`src/rtl/spi_irq_pkg.sv`:
```
package spi_irq_pkg;
    localparam int NUM_SRC = 7;

    // status bit positions (decoded by software)
    localparam int B_RX_OVF  = 0;
    localparam int B_MODEF   = 1;
    localparam int B_TX_NF   = 2;
    localparam int B_TX_FULL = 3;
    localparam int B_RX_NE   = 4;
    localparam int B_RX_FULL = 5;
    localparam int B_TX_UDF  = 6;

    // register offsets
    localparam int OFF_STATUS = 'h04;
    localparam int OFF_ENA    = 'h08;
    localparam int OFF_DIS    = 'h0C;
    localparam int OFF_MASK   = 'h10;
    localparam int OFF_TX_THR = 'h28;
    localparam int OFF_RX_THR = 'h2C;
endpackage

```
`src/rtl/spi_irq_level.sv`:
```
module spi_irq_level #(
    parameter int DEPTH = 128,
    parameter int LVL_W = $clog2(DEPTH + 1)
) (
    input  logic [LVL_W-1:0] tx_level,
    input  logic [LVL_W-1:0] rx_level,
    input  logic [LVL_W-1:0] tx_thr,
    input  logic [LVL_W-1:0] rx_thr,
    output logic             tx_below,
    output logic             tx_full,
    output logic             rx_reached,
    output logic             rx_full
);
    localparam logic [LVL_W-1:0] FULL_LVL = LVL_W'(DEPTH);

    always_comb begin
        tx_below   = tx_level < tx_thr;
        tx_full    = tx_level == FULL_LVL;
        rx_reached = rx_level >= rx_thr;
        rx_full    = rx_level == FULL_LVL;
    end
endmodule

```
`src/rtl/spi_irq_sticky.sv`:
```
module spi_irq_sticky #(
    parameter int N = 2
) (
    input  logic         clk,
    input  logic         rst_n,
    input  logic [N-1:0] set_i,
    input  logic [N-1:0] clr_i,
    output logic [N-1:0] flag_o
);
    typedef struct packed {
        logic [N-1:0] flag;
    } sticky_t;

    sticky_t st_d, st_q;

    always_comb begin
        st_d = st_q;
        // clear first, then set, so a same-cycle event survives
        st_d.flag = (st_q.flag & ~clr_i) | set_i;
    end

    always_ff @(posedge clk) begin
        if (!rst_n) st_q <= '{flag: '0};
        else        st_q <= st_d;
    end

    assign flag_o = st_q.flag;

    for (genvar k = 0; k < N; k++) begin : g_chk
        // a recorded event holds while nothing clears it
        a_r4_sticky_hold: assert property (@(posedge clk) disable iff (!rst_n)
            (st_q.flag[k] && !clr_i[k]) |=> st_q.flag[k]);
        // a pulse always leaves the bit set, clear or not
        a_r6_set_wins: assert property (@(posedge clk) disable iff (!rst_n)
            set_i[k] |=> st_q.flag[k]);
        // a clear without a pulse empties the bit
        a_r5_clear_works: assert property (@(posedge clk) disable iff (!rst_n)
            (clr_i[k] && !set_i[k]) |=> !st_q.flag[k]);
    end
endmodule

```
`src/rtl/spi_irq_regs.sv`:
```
module spi_irq_regs
    import spi_irq_pkg::*;
#(
    parameter int ADDR_W  = 8,
    parameter int DATA_W  = 32,
    parameter int LVL_W   = 8,
    parameter int THR_RST = 1
) (
    input  logic               clk,
    input  logic               rst_n,
    input  logic               wr_en,
    input  logic [ADDR_W-1:0]  wr_addr,
    input  logic [DATA_W-1:0]  wr_data,
    output logic [NUM_SRC-1:0] mask_o,
    output logic [NUM_SRC-1:0] status_clr_o,
    output logic [LVL_W-1:0]   tx_thr_o,
    output logic [LVL_W-1:0]   rx_thr_o
);
    typedef struct packed {
        logic [NUM_SRC-1:0] mask;
        logic [LVL_W-1:0]   tx_thr;
        logic [LVL_W-1:0]   rx_thr;
    } regs_t;

    regs_t rg_d, rg_q;

    logic               ena_stb, dis_stb, stat_stb, txt_stb, rxt_stb;
    logic [NUM_SRC-1:0] wr_bits;
    logic [LVL_W-1:0]   wr_thr;
    logic               unused_wr_hi;

    assign wr_bits      = wr_data[NUM_SRC-1:0];
    assign wr_thr       = wr_data[LVL_W-1:0];
    assign unused_wr_hi = ^wr_data;

    always_comb begin
        ena_stb  = wr_en && (wr_addr == ADDR_W'(OFF_ENA));
        dis_stb  = wr_en && (wr_addr == ADDR_W'(OFF_DIS));
        stat_stb = wr_en && (wr_addr == ADDR_W'(OFF_STATUS));
        txt_stb  = wr_en && (wr_addr == ADDR_W'(OFF_TX_THR));
        rxt_stb  = wr_en && (wr_addr == ADDR_W'(OFF_RX_THR));

        rg_d = rg_q;
        if (ena_stb) rg_d.mask   = rg_q.mask | wr_bits;
        if (dis_stb) rg_d.mask   = rg_q.mask & ~wr_bits;
        if (txt_stb) rg_d.tx_thr = wr_thr;
        if (rxt_stb) rg_d.rx_thr = wr_thr;
    end

    always_ff @(posedge clk) begin
        if (!rst_n)
            rg_q <= '{mask: '0, tx_thr: LVL_W'(THR_RST), rx_thr: LVL_W'(THR_RST)};
        else
            rg_q <= rg_d;
    end

    assign mask_o       = rg_q.mask;
    assign tx_thr_o     = rg_q.tx_thr;
    assign rx_thr_o     = rg_q.rx_thr;
    assign status_clr_o = stat_stb ? wr_bits : '0;

    // enable sets every requested bit
    a_r7_enable_sets: assert property (@(posedge clk) disable iff (!rst_n)
        ena_stb |=> ((rg_q.mask & $past(wr_bits)) == $past(wr_bits)));
    // disable clears every requested bit
    a_r7_disable_clears: assert property (@(posedge clk) disable iff (!rst_n)
        dis_stb |=> ((rg_q.mask & $past(wr_bits)) == '0));
    // no enable or disable strobe, no mask change
    a_r10_mask_stable: assert property (@(posedge clk) disable iff (!rst_n)
        !(ena_stb || dis_stb) |=> $stable(rg_q.mask));
    // thresholds change only on their own writes
    a_r9_thr_stable: assert property (@(posedge clk) disable iff (!rst_n)
        !(txt_stb || rxt_stb) |=> ($stable(rg_q.tx_thr) && $stable(rg_q.rx_thr)));
endmodule

```
`src/rtl/spi_irq_ctrl.sv`:
```
module spi_irq_ctrl
    import spi_irq_pkg::*;
#(
    parameter int ADDR_W = 8,
    parameter int DATA_W = 32,
    parameter int DEPTH  = 128,
    parameter int LVL_W  = $clog2(DEPTH + 1)
) (
    input  logic              clk,
    input  logic              rst_n,
    input  logic              wr_en,
    input  logic [ADDR_W-1:0] wr_addr,
    input  logic [DATA_W-1:0] wr_data,
    input  logic [ADDR_W-1:0] rd_addr,
    output logic [DATA_W-1:0] rd_data,
    input  logic [LVL_W-1:0]  tx_level,
    input  logic [LVL_W-1:0]  rx_level,
    input  logic              rx_ovf_evt,
    input  logic              tx_udf_evt,
    output logic              irq
);
    logic [NUM_SRC-1:0] mask, status_clr, status;
    logic [LVL_W-1:0]   tx_thr, rx_thr;
    logic               tx_below, tx_full, rx_reached, rx_full;
    logic [1:0]         sticky;

    spi_irq_regs #(
        .ADDR_W(ADDR_W), .DATA_W(DATA_W), .LVL_W(LVL_W), .THR_RST(1)
    ) u_regs (
        .clk(clk), .rst_n(rst_n),
        .wr_en(wr_en), .wr_addr(wr_addr), .wr_data(wr_data),
        .mask_o(mask), .status_clr_o(status_clr),
        .tx_thr_o(tx_thr), .rx_thr_o(rx_thr)
    );

    spi_irq_level #(.DEPTH(DEPTH), .LVL_W(LVL_W)) u_level (
        .tx_level(tx_level), .rx_level(rx_level),
        .tx_thr(tx_thr), .rx_thr(rx_thr),
        .tx_below(tx_below), .tx_full(tx_full),
        .rx_reached(rx_reached), .rx_full(rx_full)
    );

    spi_irq_sticky #(.N(2)) u_sticky (
        .clk(clk), .rst_n(rst_n),
        .set_i({tx_udf_evt, rx_ovf_evt}),
        .clr_i({status_clr[B_TX_UDF], status_clr[B_RX_OVF]}),
        .flag_o(sticky)
    );

    always_comb begin
        status            = '0;
        status[B_RX_OVF]  = sticky[0];
        status[B_MODEF]   = 1'b0;       // no slave mode, never faults
        status[B_TX_NF]   = tx_below;
        status[B_TX_FULL] = tx_full;
        status[B_RX_NE]   = rx_reached;
        status[B_RX_FULL] = rx_full;
        status[B_TX_UDF]  = sticky[1];
    end

    assign irq = |(status & mask);

    always_comb begin
        rd_data = '0;
        if      (rd_addr == ADDR_W'(OFF_STATUS)) rd_data = DATA_W'(status);
        else if (rd_addr == ADDR_W'(OFF_MASK))   rd_data = DATA_W'(mask);
        else if (rd_addr == ADDR_W'(OFF_TX_THR)) rd_data = DATA_W'(tx_thr);
        else if (rd_addr == ADDR_W'(OFF_RX_THR)) rd_data = DATA_W'(rx_thr);
    end

    // nothing enabled, nothing requested
    a_r8_masked_quiet: assert property (@(posedge clk) disable iff (!rst_n)
        (mask == '0) |-> !irq);
    // a full receive FIFO always meets any reachable threshold
    a_r3_full_meets_thr: assert property (@(posedge clk) disable iff (!rst_n)
        (rx_level == LVL_W'(DEPTH) && rx_thr <= LVL_W'(DEPTH)) |-> status[B_RX_NE]);
    // an overflow pulse is visible in the next cycle
    a_r4_ovf_recorded: assert property (@(posedge clk) disable iff (!rst_n)
        rx_ovf_evt |=> status[B_RX_OVF]);
endmodule

```
`config.mk`:
```
export PLATFORM = sky130hd
export DESIGN_NAME = spi_irq_ctrl
export DESIGN_NICKNAME = d
export VERILOG_FILES = /design/src/rtl/spi_irq_pkg.sv /design/src/rtl/spi_irq_level.sv /design/src/rtl/spi_irq_sticky.sv /design/src/rtl/spi_irq_regs.sv /design/src/rtl/spi_irq_ctrl.sv
export SDC_FILE = /design/constraint.sdc
export NUM_CORES = 1
export LEC_CHECK = 0
export ABC_AREA = 1
export BUFFER_PORTS_ARGS = -buffer_cell sky130_fd_sc_hd__buf_2
export CAP_MARGIN = 0
export CELL_PAD_IN_SITES_DETAIL_PLACEMENT = 0
export CELL_PAD_IN_SITES_GLOBAL_PLACEMENT = 1
export CORE_MARGIN = 2
export CORE_UTILIZATION = 31
export CTS_BUF_LIST = sky130_fd_sc_hd__clkbuf_8 sky130_fd_sc_hd__clkbuf_16
export CTS_CLUSTER_SIZE = 10
export DETAILED_ROUTE_END_ITERATION = 12
export GPL_TIMING_DRIVEN = 0
export PLACE_DENSITY = 0.77
export SKIP_LAST_GASP = 1
export SLEW_MARGIN = 20
export SYNTH_ARGS = -nofsm -noshare
export SYNTH_HDL_FRONTEND = slang
export SYNTH_HIERARCHICAL = 1
export SYNTH_SLANG_ARGS = --single-unit
export TNS_END_PERCENT = 10
```
`constraint.sdc`:
```
create_clock -name clk -period 2.3 [get_ports clk]
set_input_delay 0.46 -clock clk [delete_from_list [all_inputs] [get_ports clk]]
set_output_delay 0.46 -clock clk [all_outputs]
set_load 0.005 [all_outputs]
```
; Word-level counts from Yosys, hierarchy flattened
; Index checks and enable logic that the tools add are counted.
[classes]
n_shift = 0
reduce_logical = 7
n_mul = 0
bitwise = 7
eq_ne = 11
muxes = 7
div = 0
n_lt_le_gt_ge = 2
addsub = 0
[ops]
columns = operator, count
row1 = $eq 8x6->1 const B, 4
row2 = $mux 8, 4
row3 = $mux 7, 3
row4 = $eq 8x3->1 const B, 2
row5 = $eq 8x4->1 const B, 2
row6 = $eq 8x8->1 const B, 2
row7 = $and 7x7->7, 2
row8 = $eq 8x5->1 const B, 1
row9 = $ge 8x8->1, 1
row10 = $lt 8x8->1, 1
row11 = $not 7->7, 1
row12 = $or 7x7->7, 1
row13 = $reduce_or 7->1, 1
row14 = $logic_and 1x1->1, 5
row15 = $and 2x2->2, 1
row16 = $not 2->2, 1
row17 = $or 2x2->2, 1
row18 = $reduce_bool 2->1, 1
[word_totals]
elab_cells = 38
regBits = 25
output_inout_bits = 33
mem_bits_ro = 0
latchBits = 0
ram_bits = 0
mem_count = 0
input_bits = 69

; Longest topological paths before layout
[logic_depth]
ltp_word = 6
mapped_depth = 11
ltp_nobuf = 11

; By module
; Netlist, hierarchy kept.
[by_module_without_submodules]
columns = mod, area_each_um2, instances, cells_each
row1 = spi_irq_regs, 1117.3, 1, 160
row2 = spi_irq_ctrl, 595.6, 1, 104
row3 = spi_irq_level, 447.9, 1, 75
row4 = spi_irq_sticky, 76.3, 1, 11

; Worst setup path before layout
; Ideal clock, no wire load.
[synth_path]
path_type = input-to-output
startpoint = input rx_level[1]
endpoint = output irq
arrival_time_ps = 1469
required_ps = 1840
path_slack_ps = 371
path_stages = 9
path_cell_list = ha_1 -> inv_1 -> nor2_1 -> o21ai_0 -> nand2_1 -> nand2_1 -> nand3_1 -> a221oi_1 -> nand3_1
[synth_via]
elab_chain_cells = 3
word_cells_on_any_way = 4
classes_between = 1 x order compare / 1 x eq/ne / 1 x bitwise / 1 x reduce/logical
[synth_rtl]
columns = item, line_no
row1 = from (decl), spi_irq_ctrl.sv:17  ; input logic [LVL_W-1:0] rx_level,
row2 = $ge 8x8->1, spi_irq_level.sv:19  ; rx_reached = rx_level >= rx_thr;
row3 = via rx_reached, spi_irq_ctrl.sv:24  ; logic tx_below, tx_full, rx_reached, rx_full;
row4 = $and 7x7->7, spi_irq_ctrl.sv:61  ; assign irq = |(status & mask);
row5 = $reduce_or 7->1, spi_irq_ctrl.sv:61
row6 = to (decl), spi_irq_ctrl.sv:20  ; output logic irq
; The timed path passes the listed nets, and every way through them passes these cells.

; Final worst setup path
[layout_path]
startpoint = register u_regs.rg_q (netlist bit u_regs/tx_thr_o[2])
endpoint = output irq
[layout_via]
elab_chain_cells = 3
[layout_rtl]
columns = item, line_no
row1 = from (decl), spi_irq_regs.sv:25  ; regs_t rg_d, rg_q;
row2 = from (signal assigned), spi_irq_regs.sv:52  ; rg_q <= '{mask: '0, tx_thr: LVL_W'(THR_RST), rx_thr: LVL_W'(THR_RST)};
row3 = from (signal assigned), spi_irq_regs.sv:54  ; rg_q <= rg_d;
row4 = $lt 8x8->1, spi_irq_level.sv:17  ; tx_below = tx_level < tx_thr;
row5 = via tx_below, spi_irq_ctrl.sv:24
row6 = $and 7x7->7, spi_irq_ctrl.sv:61
row7 = $reduce_or 7->1, spi_irq_ctrl.sv:61
; The timed path passes the listed nets, and every way through them passes these cells.

==> out/metrics.csv <==
stage,metric,value,unit
outcome,status,"complete, no violations",
timing,fmax,439,MHz
run,max cap viols,0,
power,Total Power,0.000923,W
floorplanning,core area,6830,µm²
layout,Storage cell area,523,µm²
timing,post-layout min period,2.28,ns
floorplanning,initial core utilization,32.2,%
detailed_routing,initial DRC count,95,
power,Power Density,306,nW/µm²
clock_tree,H-tree levels,1,
layout,Synth-to-Final Area Change,37.2,%
clock_tree,"Reg clk slew, reported paths",0.09,ns
global_routing,largest net degree at the start of global routing,14,
layout,Finished Cell Area,3020,µm²
floorplanning,row cnt,30,
global_routing,all-layer global routing usage,15.8,%
timing,Slew headroom,55.2,%
clock_tree,clock root buffer master,clkbuf_8,
clock_tree,CTS Buf Count,3,
global_routing,GR Overflow Total,0,
place,pre-CTS setup slack,-0.0234,ns
critical_path,Critical Path Source Type,flip-flop,
floorplanning,die area,7790,µm²
global_routing,first-pass GRT wire length,9810,µm
timing,worst setup margin,0.0208,ns
floorplanning,I/O Pins,102,
detailed_routing,Initial DRT Pass Iterations,4,
global_routing,vias in the first global route,2244,
critical_path,worst-path fanout max,3,
layout,# diodes,0,
synthesis,Post-Synthesis Cells,340,
timing,Least-Margin Pin Slew,0.667,ns
global_routing,initial antenna violation count,0,
critical_path,FF-to-FF setup slack,1.48,ns
place,Cells after DPL,511,
detailed_routing,antenna-violating nets left,0,
detailed_routing,total wire length,6050,µm
synthesis,Syn Area/Cell,6.47,µm²
layout,"commonest non-fill, non-tap cell in the layout",nor2_1,
place,DP HPWL,4790,µm
detailed_routing,routed len/inst,11.5,µm
critical_path,Setup crit end kind,output port,
critical_path,Worst EP arrival,1.82,ns
clock_tree,TritonCTS clock tree,yes,
clock_tree,CTS Hold Buffers Added,0,
floorplanning,Die H,88.2,µm
layout,area occupied by multi-input gates,1520,µm²
critical_path,crit path kind,reg2out,
timing,Max Clock Skew,0,ns
layout,Layout Nets,517,
detailed_routing,DR vias,2322,
place,IO Port Bufs,52,
clock_tree,clock sink count,25,
detailed_routing,Vias/cell,4.40,
floorplanning,Die Span X,88.2,µm
timing,period utilisation layout,99.1,%
synthesis,yosys warns,6,
layout,share of cells above drive strength 1,39.1,%
timing,"Slew Viols, Final",0,
layout,filler instances,758,
layout,final non-filler cell total,528,
clock_tree,clk_lat worst skew,0.26,ns
timing,Final setup viols,0,
clock_tree,deepest clock path buffer count,2,
power,Max IR drop VDD,0.200,mV
timing,hold_ws,0.424,ns
power,leakage,1.48,nW
worst_hold_path,Hold Path Class,in2reg,
place,dpl cell area,2670,µm²
layout,"commonest cells after routing, fill and taps aside","nor2_1, buf_2, inv_1, nand2_1, buf_4",
place,RD Place Congestion,0.974,
synthesis,Mapped Area,2200,µm²
timing,final hold violation count,0,
critical_path,Critical Path RT,1.84,ns
timing,RSZ-0062 raised after global routing,yes,
detailed_routing,DRC,0,
==> area by class of cell <==
| class | instances | share of cell area, % |
|---|---|---|
| Multi-Input combinational cell | 248 | 50.2 |
| Sequential cell | 25 | 17.3 |
| Timing Repair Buffer | 65 | 11.9 |
| Buffer | 30 | 7.59 |
| Inverter | 60 | 7.55 |
| Tap cell | 96 | 3.98 |
| Clock buffer | 3 | 1.37 |
| Clock inverter | 1 | 0.124 |
==> repair_timing <==
item,in CTS,in global routing
setup buffers,9,4
resized for setup,24,26
setup endpoints to repair,1,2
pin swaps,8,16
==> path summary, 6_finish.rpt <==
check | startpoint | endpoint | cells after the start
max reg2reg | u_regs/rx_thr_o[7] | u_regs/rx_thr_o[7] | 4
max | u_regs/tx_thr_o[2] | irq | 12
min reg2reg | u_sticky/flag_o[0] | u_sticky/flag_o[0] | 2
min | tx_udf_evt | u_sticky/flag_o[1] | 3
==> layer usage <==
layer | vias up | part of all wire (%) | global-route usage [%]
met5 | - | 0 | 0
met4 | 0 | 1.1 | 3.72
met3 | 8 | 5.9 | 2.15
met2 | 70 | 46 | 27.5
met1 | 1029 | 47 | 20.8
li1 | 1215 | - | -
==> through the flow <==
| stage | utilization, % | TNS (ns) |
|---|---|---|
| after floorplan | - | 0 |
| after global placement | 39.0 | -0.0334 |
| after detailed placement | 39.0 | -0.0234 |
| after CTS | 42.0 | -0.00740 |
| after global routing | 44.2 | -0.124 |
| final | 44.2 | 0 |
==> where the power goes <==
group / internal, W / switching (W)
clock: 0.000119 / 0.000136
sequential: 0.000433 / 0.00000283
combinational: 0.000110 / 0.000122
==> critical path: stages, from the launching register on <==
cell and delay (ns):
dfxtp_4 0.37, inv_2 0.05, ha_4 0.24, nand2_1 0.05, inv_1 0.07, nand2_1 0.06, nand2_1 0.07, a21oi_2 0.08
nand2_1 0.08, nand2_2 0.06, a221oi_2 0.17, nand3_1 0.12, buf_2 0.15
(Power assumes the default switching activity.)
